$ cat config.mk
export PLATFORM = sky130hd
export DESIGN_NAME = cmo_range_seq
export DESIGN_NICKNAME = d
export VERILOG_FILES = /design/src/rtl/cmo_seq_pkg.sv /design/src/rtl/cmo_line_geom.sv /design/src/rtl/cmo_action_dec.sv /design/src/rtl/cmo_seq_ctrl.sv /design/src/rtl/cmo_range_seq.sv
export SDC_FILE = /design/constraint.sdc
export NUM_CORES = 1
export LEC_CHECK = 0
export CAP_MARGIN = 5
export CORE_MARGIN = 3
export CORE_UTILIZATION = 49
export DETAILED_ROUTE_END_ITERATION = 10
export PLACE_DENSITY = 0.87
export SETUP_SLACK_MARGIN = 0.2
export SLEW_MARGIN = 0
export SYNTH_ARGS = -nofsm -noshare
export SYNTH_HDL_FRONTEND = slang
export SYNTH_SLANG_ARGS = --single-unit
$ cat constraint.sdc
create_clock -name clk -period 2.5 [get_ports clk]
set_input_delay 0.75 -clock clk [delete_from_list [all_inputs] [get_ports clk]]
set_output_delay 0.75 -clock clk [all_outputs]
set_load 0.02 [all_outputs]
$ cat src/rtl/cmo_seq_pkg.sv
package cmo_seq_pkg;

  typedef enum logic [1:0] {
    CMO_INVAL = 2'd0,
    CMO_CLEAN = 2'd1,
    CMO_FLUSH = 2'd2,
    CMO_RSVD  = 2'd3
  } cmo_op_e;

  typedef enum logic [2:0] {
    ST_IDLE  = 3'd0,
    ST_PROBE = 3'd1,
    ST_WB    = 3'd2,
    ST_INV   = 3'd3,
    ST_DONE  = 3'd4
  } seq_state_e;

endpackage

$ cat src/rtl/cmo_line_geom.sv
module cmo_line_geom #(
  parameter int ADDR_W     = 32,
  parameter int LINE_BYTES = 64
) (
  input  logic [ADDR_W-1:0] lo,
  input  logic [ADDR_W-1:0] hi,
  output logic [ADDR_W-1:0] base,
  output logic [ADDR_W-1:0] next,
  output logic              partial,
  output logic              empty_rng
);
  localparam int OFF_W = $clog2(LINE_BYTES);

  logic [ADDR_W:0] next_ext;
  logic [ADDR_W:0] hi_ext;

  always_comb begin
    base      = {lo[ADDR_W-1:OFF_W], {OFF_W{1'b0}}};
    next_ext  = {1'b0, base} + (ADDR_W+1)'(LINE_BYTES);
    hi_ext    = {1'b0, hi};
    next      = next_ext[ADDR_W-1:0];
    // Edge line: range starts inside it or ends before its end.
    partial   = (lo[OFF_W-1:0] != '0) || (hi_ext < next_ext);
    empty_rng = (lo >= hi);
  end
endmodule

$ cat src/rtl/cmo_action_dec.sv
module cmo_action_dec
  import cmo_seq_pkg::*;
(
  input  cmo_op_e op,
  input  logic    partial,
  input  logic    hit,
  input  logic    dirty,
  output logic    need_wb,
  output logic    need_dinv,
  output logic    need_iinv
);
  logic is_inval, is_flush, is_clean;

  always_comb begin
    is_inval  = (op == CMO_INVAL);
    is_flush  = (op == CMO_FLUSH);
    is_clean  = (op == CMO_CLEAN);
    // Destructive invalidate on an edge line is promoted to a flush.
    need_wb   = hit && dirty && (is_clean || is_flush || (is_inval && partial));
    need_dinv = hit && (is_inval || is_flush);
    need_iinv = is_inval || is_flush;
  end
endmodule

$ cat src/rtl/cmo_seq_ctrl.sv
module cmo_seq_ctrl
  import cmo_seq_pkg::*;
(
  input  logic clk,
  input  logic rst_n,
  input  logic start,
  input  logic skip,
  input  logic need_wb,
  input  logic need_dinv,
  input  logic need_iinv,
  input  logic wb_ack,
  output logic idle_o,
  output logic probe_o,
  output logic wb_o,
  output logic dinv_o,
  output logic iinv_o,
  output logic done_o
);
  seq_state_e state_q, state_d;
  logic       dinv_q, iinv_q;
  logic       flags_en;

  always_comb begin
    state_d = state_q;
    unique case (state_q)
      ST_IDLE:  if (start) state_d = skip ? ST_DONE : ST_PROBE;
      ST_PROBE: begin
        if (need_wb)                     state_d = ST_WB;
        else if (need_dinv || need_iinv) state_d = ST_INV;
        else                             state_d = ST_DONE;
      end
      ST_WB:    if (wb_ack) state_d = (dinv_q || iinv_q) ? ST_INV : ST_DONE;
      ST_INV:   state_d = ST_DONE;
      ST_DONE:  state_d = ST_IDLE;
      default:  state_d = ST_IDLE;
    endcase
  end

  assign flags_en = (state_q == ST_PROBE);

  always_ff @(posedge clk or negedge rst_n) begin
    if (!rst_n) begin
      state_q <= ST_IDLE;
    end else begin
      state_q <= state_d;
    end
  end

  always_ff @(posedge clk or negedge rst_n) begin
    if (!rst_n) begin
      dinv_q <= 1'b0;
      iinv_q <= 1'b0;
    end else if (flags_en) begin
      dinv_q <= need_dinv;
      iinv_q <= need_iinv;
    end
  end

  assign idle_o  = (state_q == ST_IDLE);
  assign probe_o = (state_q == ST_PROBE);
  assign wb_o    = (state_q == ST_WB);
  assign dinv_o  = (state_q == ST_INV) && dinv_q;
  assign iinv_o  = (state_q == ST_INV) && iinv_q;
  assign done_o  = (state_q == ST_DONE);
endmodule

$ cat src/rtl/cmo_range_seq.sv
module cmo_range_seq
  import cmo_seq_pkg::*;
#(
  parameter int ADDR_W     = 32,
  parameter int LINE_BYTES = 64
) (
  input  logic              clk,
  input  logic              rst_n,
  input  logic              req_valid,
  output logic              req_ready,
  input  logic [1:0]        req_op,
  input  logic [ADDR_W-1:0] req_lo,
  input  logic [ADDR_W-1:0] req_hi,
  output logic              done_valid,
  output logic [ADDR_W-1:0] done_lo,
  output logic [ADDR_W-1:0] arr_addr,
  output logic              arr_probe,
  input  logic              arr_hit,
  input  logic              arr_dirty,
  output logic              arr_wb_req,
  input  logic              arr_wb_ack,
  output logic              arr_inv,
  output logic              ic_inv
);
  // Reset: asserted asynchronously, released on a clock edge.
  logic [1:0] rst_sync_q;
  logic       rst_core_n;

  always_ff @(posedge clk or negedge rst_n) begin
    if (!rst_n) rst_sync_q <= 2'b00;
    else        rst_sync_q <= {rst_sync_q[0], 1'b1};
  end
  assign rst_core_n = rst_sync_q[1];

  logic [ADDR_W-1:0] g_base, g_next;
  logic              g_partial, g_empty;
  logic              accept, skip;
  cmo_op_e           in_op;

  cmo_line_geom #(.ADDR_W(ADDR_W), .LINE_BYTES(LINE_BYTES)) u_geom (
    .lo(req_lo), .hi(req_hi), .base(g_base), .next(g_next),
    .partial(g_partial), .empty_rng(g_empty)
  );

  assign in_op  = cmo_op_e'(req_op);
  assign accept = req_valid && req_ready;
  assign skip   = g_empty || (in_op == CMO_RSVD);

  cmo_op_e           op_q;
  logic [ADDR_W-1:0] base_q, res_q;
  logic              partial_q;

  always_ff @(posedge clk or negedge rst_core_n) begin
    if (!rst_core_n) begin
      op_q      <= CMO_INVAL;
      base_q    <= '0;
      res_q     <= '0;
      partial_q <= 1'b0;
    end else if (accept) begin
      op_q      <= in_op;
      base_q    <= g_base;
      res_q     <= skip ? req_lo : g_next;
      partial_q <= g_partial;
    end
  end

  logic need_wb, need_dinv, need_iinv;

  cmo_action_dec u_dec (
    .op(op_q), .partial(partial_q), .hit(arr_hit), .dirty(arr_dirty),
    .need_wb(need_wb), .need_dinv(need_dinv), .need_iinv(need_iinv)
  );

  cmo_seq_ctrl u_ctrl (
    .clk(clk), .rst_n(rst_core_n), .start(accept), .skip(skip),
    .need_wb(need_wb), .need_dinv(need_dinv), .need_iinv(need_iinv),
    .wb_ack(arr_wb_ack), .idle_o(req_ready), .probe_o(arr_probe),
    .wb_o(arr_wb_req), .dinv_o(arr_inv), .iinv_o(ic_inv), .done_o(done_valid)
  );

  assign arr_addr = base_q;
  assign done_lo  = res_q;
endmodule

==> key figures <==
Outcome
  – Status: finished with violations
  – Failing checks: DRC, setup timing

STA
  – Max Fclk: roughly 0.28 GHz
  – Clock period minus worst slack: 3551 ps
  – Setup violations, final: 35
  – RSZ-0062 raised after global routing: true
  – Slew @ Worst Pin: 762.0 ps
  – Final Hold Viols: 0
  – Layout Skew: roughly 25 ps
  – Final Cycle Share: 142.1%
  – Final setup margin: -1051 ps
  – Fin. max-slew vios: 0
  – Max-slew headroom: 47.89%

Routing
  – DRC viols: 4
  – Antenna Nets Post-Route: 0
  – Vias post-DR: 7035
  – Detailed Routing Iterations Pass 1: 9
  – Via density: 6.823
  – Detailed Route Iter0 Violations: 902
  – WL/cell: roughly 29 um
  – WL final: 29.63 mm

Layout
  – Finished Cell Area: 9139 um^2
  – Filler cells: 306
  – Register area: 1704 um^2
  – Layout cells sized above 1: 43.19%
  – P&R area growth vs syn: 83.75%
  – Multi-input gate area: a little under 4000 um^2
  – Nets: 1024

Clock network
  – Clk root buf: clkbuf_8
  – TritonCTS clock tree: done
  – Clk sink count: approximately 70
  – CTS Buf Count: 9
  – Htree depth: 3
  – Worst skew pair latency: 390 ps
  – Clock-pin slew on the worst setup and hold paths: about 100 ps
  – CTS Buffer Depth: 2

Power
  – Power Density: 772.6 nW/um^2
  – Tot Pwr: 7.061 mW
  – Peak supply drop: 0.6262 mV
  – Static Leak: ~4.1 nW

Place
  – Hpwl dp: 12.49 mm
  – Routability cong.: approximately 0.93
  – Worst-case setup slack after placement: -1169 ps
  – PortBufs: 135
  – Cell Area, Placed: 7456 um^2

Synthesis
  – Syn Std Cell Area: around 5000 um^2
  – Synth warn: 0
  – Synth cell types: 53
  – Syn_area_per_cell: 8.373 um^2
  – Area share of the largest cell type after synthesis: between 30% and 40%
  – Synth area leader: dfrtp_1
  – Register area share after synthesis: ~34%
  – Mapped Cells: 594
  – EDFF count, synth: 0
  – Synth area leaders: dfrtp_1 34%, ha_1 15%, nand2_1 11%
  – Synthesized flop and latch total: 68
  – Top_reg_cell synth: dfrtp_1
  – FFs w/ async S/R, synth: 100.0%

Global routing
  – Initial antenna violation count: 1
  – Vias in the first global route: just under 7000
  – Global route overflow: 0
  – Largest net degree at the start of global routing: 67
  – First-pass GRT wire length: approximately 37 mm
  – Overall Global Routing Usage: 42.56%

Worst setup path
  – Worst r2r src: u_ctrl.state_q[0]
  – Startpoint types: primary input
  – R2r worst-path depth: 7
  – Origin of the worst setup path: req_lo[16]
  – Req. time, crit path: 2800 ps
  – Worst R2R Setup Slack: 490 ps
  – Reg2Reg Capture Point: op_q[0]
  – Critical Path AT: 3850 ps
  – Worst setup EP type: flip-flop
  – Setup crit end: partial_q
  – Crit path kind: primary input to flip-flop
  – Critical path fanouts, max: 4

Floorplanning
  – Ports: 142
  – Starting density of the core: 50.65%
  – DIE AREA: 11390 um^2
  – Die height: between 100 and 150 um
  – Core area: 9819 um^2
  – Die X: 106.7 um
  – Rows: 36

Flow run
  – Max Cap Violations: 0

Hold path
  – Tightest Hold Check Type: flip-flop to asynchronous set/reset pin
## cells in the mapped netlist (7+ instances only)
cell type	n
xor2_1	13
nand2_1	143
o21ai_0	51
clkbuf_1	13
nand4_1	7
ha_1	61
nor2_1	18
nor3_1	18
inv_1	41
xnor2_1	36
nor4_1	8
dfrtp_1	68
a21oi_1	20
nand3_1	11
## state kept, by name (all words and copies together), names as in the netlist
register        flops
op_q                2
arr_addr           26
partial_q           1
u_ctrl.state_q      3
done_lo            32
rst_sync_q          2
u_ctrl.dinv_q       1
u_ctrl.iinv_q       1
## logic make-up after synthesis
family	share of synthesized area, %
AOI/OAI and AO/OA	12.13
xor gates and xnor gates	8.629
adders and majority gates	15.35
buffers and inverters	6.767
DFF	34.21
other	0.1510
and+or+nand+nor	22.77
## cell usage in the layout (no fill, tap or decap), types with 7 or more instances in the layout
cell	Yosys	layout
a21oi_1	20	10
a21oi_2	0	10
buf_4	6	139
buf_6	1	45
clkbuf_2	2	8
clkbuf_8	3	11
clkdlybuf4s50_1	0	74
conb_1	2	7
dfrtp_1	68	66
dlygate4sd2_1	0	18
ha_1	61	36
ha_4	0	25
inv_1	41	20
inv_2	0	15
nand2_1	143	132
nand2_2	1	10
nand4_1	7	7
nor2_1	18	10
nor3_2	3	11
nor3_4	0	7
nor4_4	1	7
o21ai_0	51	12
o21ai_1	4	32
o21ai_2	0	10
xnor2_1	36	29
xnor2_2	0	7
xor2_1	13	11
## worst min-delay path by stage
stage,endpoint,slack [ps],cells after the start
after detailed placement,u_ctrl.dinv_q,300,1
after global routing,done_lo[30],310,1
after floorplan,rst_sync_q[1],330,0
after global placement,u_ctrl.state_q[2],290,1
final,done_lo[30],280,1
after CTS,u_ctrl.dinv_q,310,1
## per-stage QoR
step | setup TNS [ps] | util (%) | hold WS, ps | cells
5_1_grt | -12900 | 93.04 | 308.1 | 1030
3_3_place_gp | -33480 | 75.93 | 290.3 | 950
6_report | -11500 | 93.07 | 277.5 | 1031
2_1_floorplan | -2605 | - | 331.2 | 599
3_5_place_dp | -33110 | 75.93 | 299.7 | 950
4_1_cts | -2426 | 88.05 | 308.4 | 1008
## layer usage
layer,vias to the layer above,GRT usage [%],wire [um]
met5,-,0,0
met4,0,28.22,3257
met3,381,10.54,3886
met2,816,70.50,12890
met1,3230,48.61,9599
li1,2608,-,-
## where the power goes
group	internal [mW]	switching (mW)
Sequential	1.59	0.384
Clock	0.722	0.518
Combinational	1.64	2.21
Total	3.95	3.11
## worst max-delay path: stages
cell and delay (ps):
buf_6 80, nand2_2 60, or3_4 430, buf_6 150, nor2_4 220, nand3_4 210
nor2_2 200, xnor2_1 340, ha_1 370, nand3_1 150, buf_4 160, o21ai_1 80
a21oi_1 260, o21ai_1 160, a31oi_1 230
## area by class of cell
cell class	count	area share (%)
Clock inverter	5	1.177
Inverter	41	1.958
Tap cell	133	1.821
Antenna cell	2	0.05476
Multi-Input combinational cell	461	43.04
Clock buffer	11	1.657
Timing Repair Buffer	310	31.64
Sequential cell	68	18.65
## repair_timing
action / in CTS / in global routing
resized for setup: 314 / 88
endpoints found under the setup margin: 41 / 41
gates cloned: 3 / 1
setup buffers: 39 / 20
pin swaps: 64 / 63
hold buffers: 0 / 0
No activity file was read; power rests on OpenSTA's default activity.
